**src/rtl/wcs_pkg.sv**
```systemverilog
package wcs_pkg;
  typedef enum logic {
    VIEW_ARRAY  = 1'b0,
    VIEW_STATUS = 1'b1
  } view_e;
endpackage

```
**src/rtl/wcs_last_write.sv**
```systemverilog
module wcs_last_write #(
  parameter int AW = 17,
  parameter int DW = 8
) (
  input  logic          clk,
  input  logic          rst_ni,
  input  logic          wr_en_i,
  input  logic          wr_lock_i,
  input  logic [AW-1:0] wr_addr_i,
  input  logic [DW-1:0] wr_data_i,
  output logic          armed_o,
  output logic [AW-1:0] addr_o,
  output logic          msb_o
);
  localparam int MSB = DW - 1;

  logic          armed_q, armed_d;
  logic [AW-1:0] addr_q, addr_d;
  logic          msb_q, msb_d;
  logic          take;

  assign take = wr_en_i & ~wr_lock_i;

  always_comb begin
    armed_d = armed_q;
    addr_d  = addr_q;
    msb_d   = msb_q;
    if (wr_en_i) begin
      armed_d = take;
    end
    if (take) begin
      addr_d = wr_addr_i;
      msb_d  = wr_data_i[MSB];
    end
  end

  always_ff @(posedge clk or negedge rst_ni) begin
    if (!rst_ni) begin
      armed_q <= 1'b0;
      addr_q  <= '0;
      msb_q   <= 1'b0;
    end else begin
      armed_q <= armed_d;
      addr_q  <= addr_d;
      msb_q   <= msb_d;
    end
  end

  assign armed_o = armed_q;
  assign addr_o  = addr_q;
  assign msb_o   = msb_q;

  // a refused write leaves the indication disarmed
  p_lock_disarms_r8: assert property (@(posedge clk) disable iff (!rst_ni)
    (wr_en_i && wr_lock_i) |=> !armed_o);

  // an accepted write is remembered
  p_take_records_r9: assert property (@(posedge clk) disable iff (!rst_ni)
    (wr_en_i && !wr_lock_i) |=> (armed_o && addr_o == $past(wr_addr_i)));
endmodule

```
**src/rtl/wcs_toggle.sv**
```systemverilog
module wcs_toggle (
  input  logic clk,
  input  logic rst_ni,
  input  logic step_i,
  output logic tgl_o
);
  logic tgl_q, tgl_d;

  always_comb begin
    tgl_d = tgl_q;
    if (step_i) tgl_d = ~tgl_q;
  end

  always_ff @(posedge clk or negedge rst_ni) begin
    if (!rst_ni) tgl_q <= 1'b0;
    else         tgl_q <= tgl_d;
  end

  assign tgl_o = tgl_q;

  // each busy read flips the bit
  p_flip_r5: assert property (@(posedge clk) disable iff (!rst_ni)
    step_i |=> (tgl_o != $past(tgl_o)));

  // no busy read, no change
  p_still_r7: assert property (@(posedge clk) disable iff (!rst_ni)
    !step_i |=> $stable(tgl_o));
endmodule

```
**src/rtl/wcs_read_port.sv**
```systemverilog
module wcs_read_port
  import wcs_pkg::*;
#(
  parameter int DW = 8
) (
  input  logic          clk,
  input  logic          rst_ni,
  input  logic          rd_en_i,
  input  view_e         view_i,
  input  logic [DW-1:0] status_i,
  input  logic [DW-1:0] arr_q_i,
  output logic [DW-1:0] rd_data_o,
  output logic          rd_valid_o
);
  localparam int LOW_W = DW - 2;

  logic [DW-1:0] data_q, data_d;
  logic          vld_q, vld_d;

  always_comb begin
    vld_d  = rd_en_i;
    data_d = data_q;
    if (rd_en_i) begin
      data_d = (view_i == VIEW_STATUS) ? status_i : arr_q_i;
    end
  end

  always_ff @(posedge clk or negedge rst_ni) begin
    if (!rst_ni) begin
      data_q <= '0;
      vld_q  <= 1'b0;
    end else begin
      data_q <= data_d;
      vld_q  <= vld_d;
    end
  end

  assign rd_data_o  = data_q;
  assign rd_valid_o = vld_q;

  // a request is answered one cycle later
  p_valid_next_r2: assert property (@(posedge clk) disable iff (!rst_ni)
    rd_en_i |=> rd_valid_o);

  // no request, data held and not valid
  p_hold_r10: assert property (@(posedge clk) disable iff (!rst_ni)
    !rd_en_i |=> ($stable(rd_data_o) && !rd_valid_o));

  // reserved status bits read as zero
  p_low_zero_r6: assert property (@(posedge clk) disable iff (!rst_ni)
    (rd_en_i && view_i == VIEW_STATUS) |=> (rd_data_o[LOW_W-1:0] == '0));
endmodule

```
**src/rtl/wcs_top.sv**
```systemverilog
module wcs_top
  import wcs_pkg::*;
#(
  parameter int AW = 17,
  parameter int DW = 8
) (
  input  logic          clk,
  input  logic          rst_n,
  input  logic          busy_i,
  input  logic          wr_en_i,
  input  logic          wr_lock_i,
  input  logic [AW-1:0] wr_addr_i,
  input  logic [DW-1:0] wr_data_i,
  input  logic          rd_en_i,
  input  logic [AW-1:0] rd_addr_i,
  input  logic [DW-1:0] arr_q_i,
  output logic [DW-1:0] rd_data_o,
  output logic          rd_valid_o
);
  localparam int POLL_BIT = DW - 1;
  localparam int TGL_BIT  = DW - 2;

  logic [1:0]    rst_sync_q;
  logic          rst_ni;
  logic          armed;
  logic [AW-1:0] last_addr;
  logic          last_msb;
  logic          tgl;
  logic          hit;
  logic [DW-1:0] status_word;
  view_e         view;

  always_ff @(posedge clk or negedge rst_n) begin
    if (!rst_n) rst_sync_q <= 2'b00;
    else        rst_sync_q <= {rst_sync_q[0], 1'b1};
  end
  assign rst_ni = rst_sync_q[1];

  wcs_last_write #(.AW(AW), .DW(DW)) u_last (
    .clk(clk), .rst_ni(rst_ni),
    .wr_en_i(wr_en_i), .wr_lock_i(wr_lock_i),
    .wr_addr_i(wr_addr_i), .wr_data_i(wr_data_i),
    .armed_o(armed), .addr_o(last_addr), .msb_o(last_msb)
  );

  wcs_toggle u_tgl (
    .clk(clk), .rst_ni(rst_ni),
    .step_i(rd_en_i & busy_i),
    .tgl_o(tgl)
  );

  always_comb begin
    hit         = armed && (rd_addr_i == last_addr);
    status_word = '0;
    status_word[POLL_BIT] = hit ? ~last_msb : arr_q_i[POLL_BIT];
    status_word[TGL_BIT]  = tgl;
    view = busy_i ? VIEW_STATUS : VIEW_ARRAY;
  end

  wcs_read_port #(.DW(DW)) u_port (
    .clk(clk), .rst_ni(rst_ni),
    .rd_en_i(rd_en_i), .view_i(view),
    .status_i(status_word), .arr_q_i(arr_q_i),
    .rd_data_o(rd_data_o), .rd_valid_o(rd_valid_o)
  );

  // idle reads pass the array byte through
  p_idle_pass_r2: assert property (@(posedge clk) disable iff (!rst_ni)
    (rd_en_i && !busy_i) |=> (rd_data_o == $past(arr_q_i)));

  // busy read of the remembered byte shows its inverted top bit
  p_poll_inv_r3: assert property (@(posedge clk) disable iff (!rst_ni)
    (rd_en_i && busy_i && armed && rd_addr_i == last_addr)
      |=> (rd_data_o[POLL_BIT] == !$past(last_msb)));
endmodule

```
**config.mk**
```make
export PLATFORM = sky130hd
export DESIGN_NAME = wcs_top
export DESIGN_NICKNAME = d
export VERILOG_FILES = /design/src/rtl/wcs_pkg.sv /design/src/rtl/wcs_last_write.sv /design/src/rtl/wcs_toggle.sv /design/src/rtl/wcs_read_port.sv /design/src/rtl/wcs_top.sv
export SDC_FILE = /design/constraint.sdc
export NUM_CORES = 1
export LEC_CHECK = 0
export CORE_UTILIZATION = 30
export CTS_BUF_LIST = sky130_fd_sc_hd__clkbuf_8
export CTS_CLUSTER_DIAMETER = 150
export DETAILED_ROUTE_END_ITERATION = 6
export HOLD_SLACK_MARGIN = 0.1
export PLACE_DENSITY = 0.59
export SYNTH_ARGS = -nofsm -noshare
export SYNTH_HDL_FRONTEND = slang
export SYNTH_SLANG_ARGS = --single-unit
```
**constraint.sdc**
```tcl
create_clock -name clk -period 1.09 [get_ports clk]
set_clock_uncertainty 0.05 [all_clocks]
set_input_delay 0.109 -clock clk [delete_from_list [all_inputs] [get_ports clk]]
set_output_delay 0.109 -clock clk [all_outputs]
set_load 0.1 [all_outputs]
```
==> reports/qor.yml <==
outcome:
  outcome: "complete, but fails checks"
  violations: "negative setup slack"
synthesis:
  yosys_warnings: 0
  syn_inst: 106
  avgSynthCellArea_um2: 12.7
  yosys.area.top_type_share: 0.578
  synth_top_family_by_area: "multiplexers"
  ys_types: 22
  yosysSeqAreaShare: 0.578
  synth_xor_xnor_area_share: 0.117
  synthSimpleGateAreaFrac: 0.0746
  ys_ff_latch: 31
  synthMuxAreaShare: 0.158
  syn_nets: 162
  synth_top_area_cell: "dfrtp_1"
  synth_area_um2: 1340
  synth_compound_area_frac: 0.0401
  synth_fa_ha_area_frac: 0
  yosys-top-cells-area: "dfrtp_1, mux2_2, xor2_1"
power_and_ir_drop:
  clkPwrFrac: 0.279
  power_density_nw_per_um2: 1420
  netSwitchingPower_mw: 0.968
  p_int_mw: 2.31
  leakage_nw: 0.976
  p_sw_frac: 0.295
  peakVddDrop_v: 0.000742
  seqPwrFrac: 0.436
  p_comb_frac: 0.285
cells_and_area:
  drive_above_1_share: 0.296
  final_util: 0.556
  syn2layout_area_growth_pct: 71.8
  final_area_um2: 2310
  nFillCells: 344
  stdcell_count: 229
  nNetsFinal: 234
  n_antenna_cell: 0
sta:
  hold_violations: 0
  min_period_ns: 1.68
  fmax_ghz: 0.596
  fin_crit_sh: 1.54
  drv_slew: 0
  rsz0062_at_grt: "true"
  setup_slack_ns: -0.589
  finalSetupViolations: 1
  hold_slack_ns: 0.186
die:
  io_pins: 65
  start_util: 0.324
  core-area_um2: 4140
  die_area_um2: 4750
  die_w_um: 68.9
  rows: 23
  die_h_um: 68.9
placed_design:
  pre_cts_slack_ns: -0.743
  place_area_um2: 2120
  hpwl_um: 2190
  place_congestion: 0.666
  place_inst: 217
  portBuffers: 57
setup_path:
  critPathKind: "flop to flop"
  max_stage_delay_ns: 0.40
  critPathCaptureType: "flop"
  arrival_ns: 1.83
  crit_chain: "xor2_1 > nor4_1 > nand3_1 > or3_1 > a31oi_1"
  critPathMaxFanout: 2
  slowest_stage: "dfrtp_1"
  path_buf_inv: 0
  cp_top_family: "simple AND/OR/NAND/NOR gates"
  rrSetupSlack_ns: -0.59
  cp.required_ns: 1.24
  start_kind: "flop"
global_routing:
  grt_max_degree: 30
  track_usage: 0.147
  grt_pass1_vias: 1052
  antenna_found_initial: 0
  grt_pass1_wl_um: 4820
  overflow: 0
clock_tree:
  tritoncts: "done"
  cts_buffers: 5
  clkLatencyLatePin_ns: 0.29
  cts-htree-levels: 2
  cts_buffer_depth: 2
  ctsRootBufferMaster: "clkbuf_8"
  cts_sinks: 31
  clk_pin_slew_ns: 0.07
worst_hold_path:
  hold_class: "flop to async pin"
route:
  firstDrtPassIters: 2
  routed_via_density: 4.41
  drt_wl_total_um: 3000
  drcViolationCount: 0
  wire_per_inst_um: 13.1
  antenna_left: 0
  drtIter0Drc: 22
  via_count: 1011
run:
  cap_violations: 0
[flip-flops by register name, summed over array words and instances, names as in the netlist]
name	cells
u_last.msb_o	1
rst_sync_q	2
u_port.rd_data_o	8
u_last.armed_o	1
u_tgl.tgl_o	1
u_last.addr_o	17
u_port.rd_valid_o	1
[Yosys cell counts]
cell and number:
xor2_1 16, nor4_1 4, xnor2_1 2, conb_1 1, nor2_2 1, mux2i_1 1
a21oi_1 1, or3_1 1, mux2_2 18, nand4_1 1, buf_4 1, nor2b_1 1
inv_1 7, a21o_1 1, nand3b_1 3, o21ai_0 7, nor2_1 2, dfrtp_1 31
nand3_1 1, nand2_1 4, buf_2 1, a31oi_1 1
[logic make-up (layout without fill, tap and decap cells)]
| kind of cell | Yosys count | count (layout) |
|---|---|---|
| xor gates and xnor gates | 18 | 18 |
| DFF | 31 | 31 |
| muxes | 19 | 19 |
| other | 1 | 1 |
| AOI/OAI and AO/OA | 10 | 10 |
| buffers and inverters | 9 | 82 |
| and+or+nand+nor | 18 | 18 |
[final timing paths]
| check | startpoint | endpoint | cells past startpoint |
|---|---|---|---|
| hold reg to reg | rst_sync_q[1] | u_last.addr_o[13] | 1 |
| setup / recovery | u_last.addr_o[9] | u_port.rd_data_o[7] | 5 |
| max in group asynchronous | rst_n | rst_sync_q[1] | 2 |
| setup reg to reg | u_last.addr_o[9] | u_port.rd_data_o[7] | 5 |
| hold / removal | rst_sync_q[1] | u_last.addr_o[13] | 1 |
| min in group clk | rst_sync_q[0] | rst_sync_q[1] | 0 |
[cell type report]
cell class / count / area (um2) / share of cell area
Clock buffer: 6 / 82.6 / 0.0358
Clock inverter: 2 / 8.76 / 0.00380
Inverter: 7 / 26.3 / 0.0114
Multi-Input combinational cell: 66 / 539 / 0.234
Sequential cell: 31 / 785 / 0.340
Tap cell: 50 / 62.6 / 0.0271
Timing Repair Buffer: 67 / 802 / 0.348
[metal layers]
metal  up-vias  global-route usage  wire length [um]
li1        499                   -                 -
met1       460               0.168              1300
met2        47               0.240              1350
met3         5              0.0707               318
met4         0              0.0459                36
met5         -                   0                 0
[placed cells by master, fill, tap and decap left out]
master | netlist | routed
buf_6 | 0 | 1
nor2b_1 | 1 | 1
a31oi_1 | 1 | 1
or3_1 | 1 | 1
nand3b_1 | 3 | 3
nor4_1 | 4 | 3
nor2_1 | 2 | 2
nand3_1 | 1 | 1
clkinv_2 | 0 | 1
buf_4 | 1 | 5
nand2_1 | 4 | 4
bufbuf_16 | 0 | 2
mux2i_1 | 1 | 1
nand4_1 | 1 | 1
dfrtp_2 | 0 | 7
xor2_1 | 16 | 16
mux2_2 | 18 | 18
xnor2_1 | 2 | 2
a21oi_1 | 1 | 1
o21ai_0 | 7 | 7
conb_1 | 1 | 1
dlygate4sd2_1 | 0 | 2
clkdlybuf4s50_1 | 0 | 46
buf_12 | 0 | 10
inv_1 | 7 | 7
dlygate4sd3_1 | 0 | 1
nor4_2 | 0 | 1
a21o_1 | 1 | 1
dfrtp_1 | 31 | 24
inv_2 | 0 | 1
nor2_4 | 0 | 1
clkbuf_8 | 0 | 6
[through the flow]
step	power, mW	setup TNS (ns)
after detailed placement	2.35	-8.31
after floorplan	1.92	-0.351
after global routing	3.47	-0.669
final	3.28	-0.589
after CTS	3.32	-0.597
after global placement	2.33	-8.19
[worst reg2reg max path, delay by kind of cell (launching register included)]
| family | cells | cell delay, ns |
|---|---|---|
| xor gates and xnor gates | 1 | 0.15 |
| DFF | 1 | 0.40 |
| and+or+nand+nor | 3 | 0.85 |
| AOI/OAI and AO/OA | 1 | 0.15 |
[power by group through the flow]
| stage | Sequential, mW | Clock (mW) | Combinational, mW |
|---|---|---|---|
| after floorplan | 1.67 | 0 | 0.258 |
| after global placement | 1.44 | 0 | 0.890 |
| after global routing | 1.45 | 1.02 | 1.00 |
| after detailed placement | 1.46 | 0 | 0.899 |
| after CTS | 1.43 | 0.947 | 0.940 |
| final | 1.43 | 0.915 | 0.936 |
[timing repair]
item                                    in CTS  in global routing
hold buffers                                 1                  0
gates resized for setup                      4                  1
pin swaps                                    1                  1
buffers inserted                             1                  0
endpoints found under the setup margin      19                  1
endpoints found under the hold margin        2                  0
gates cloned                                 2                  0
(Power assumes the default switching activity.)
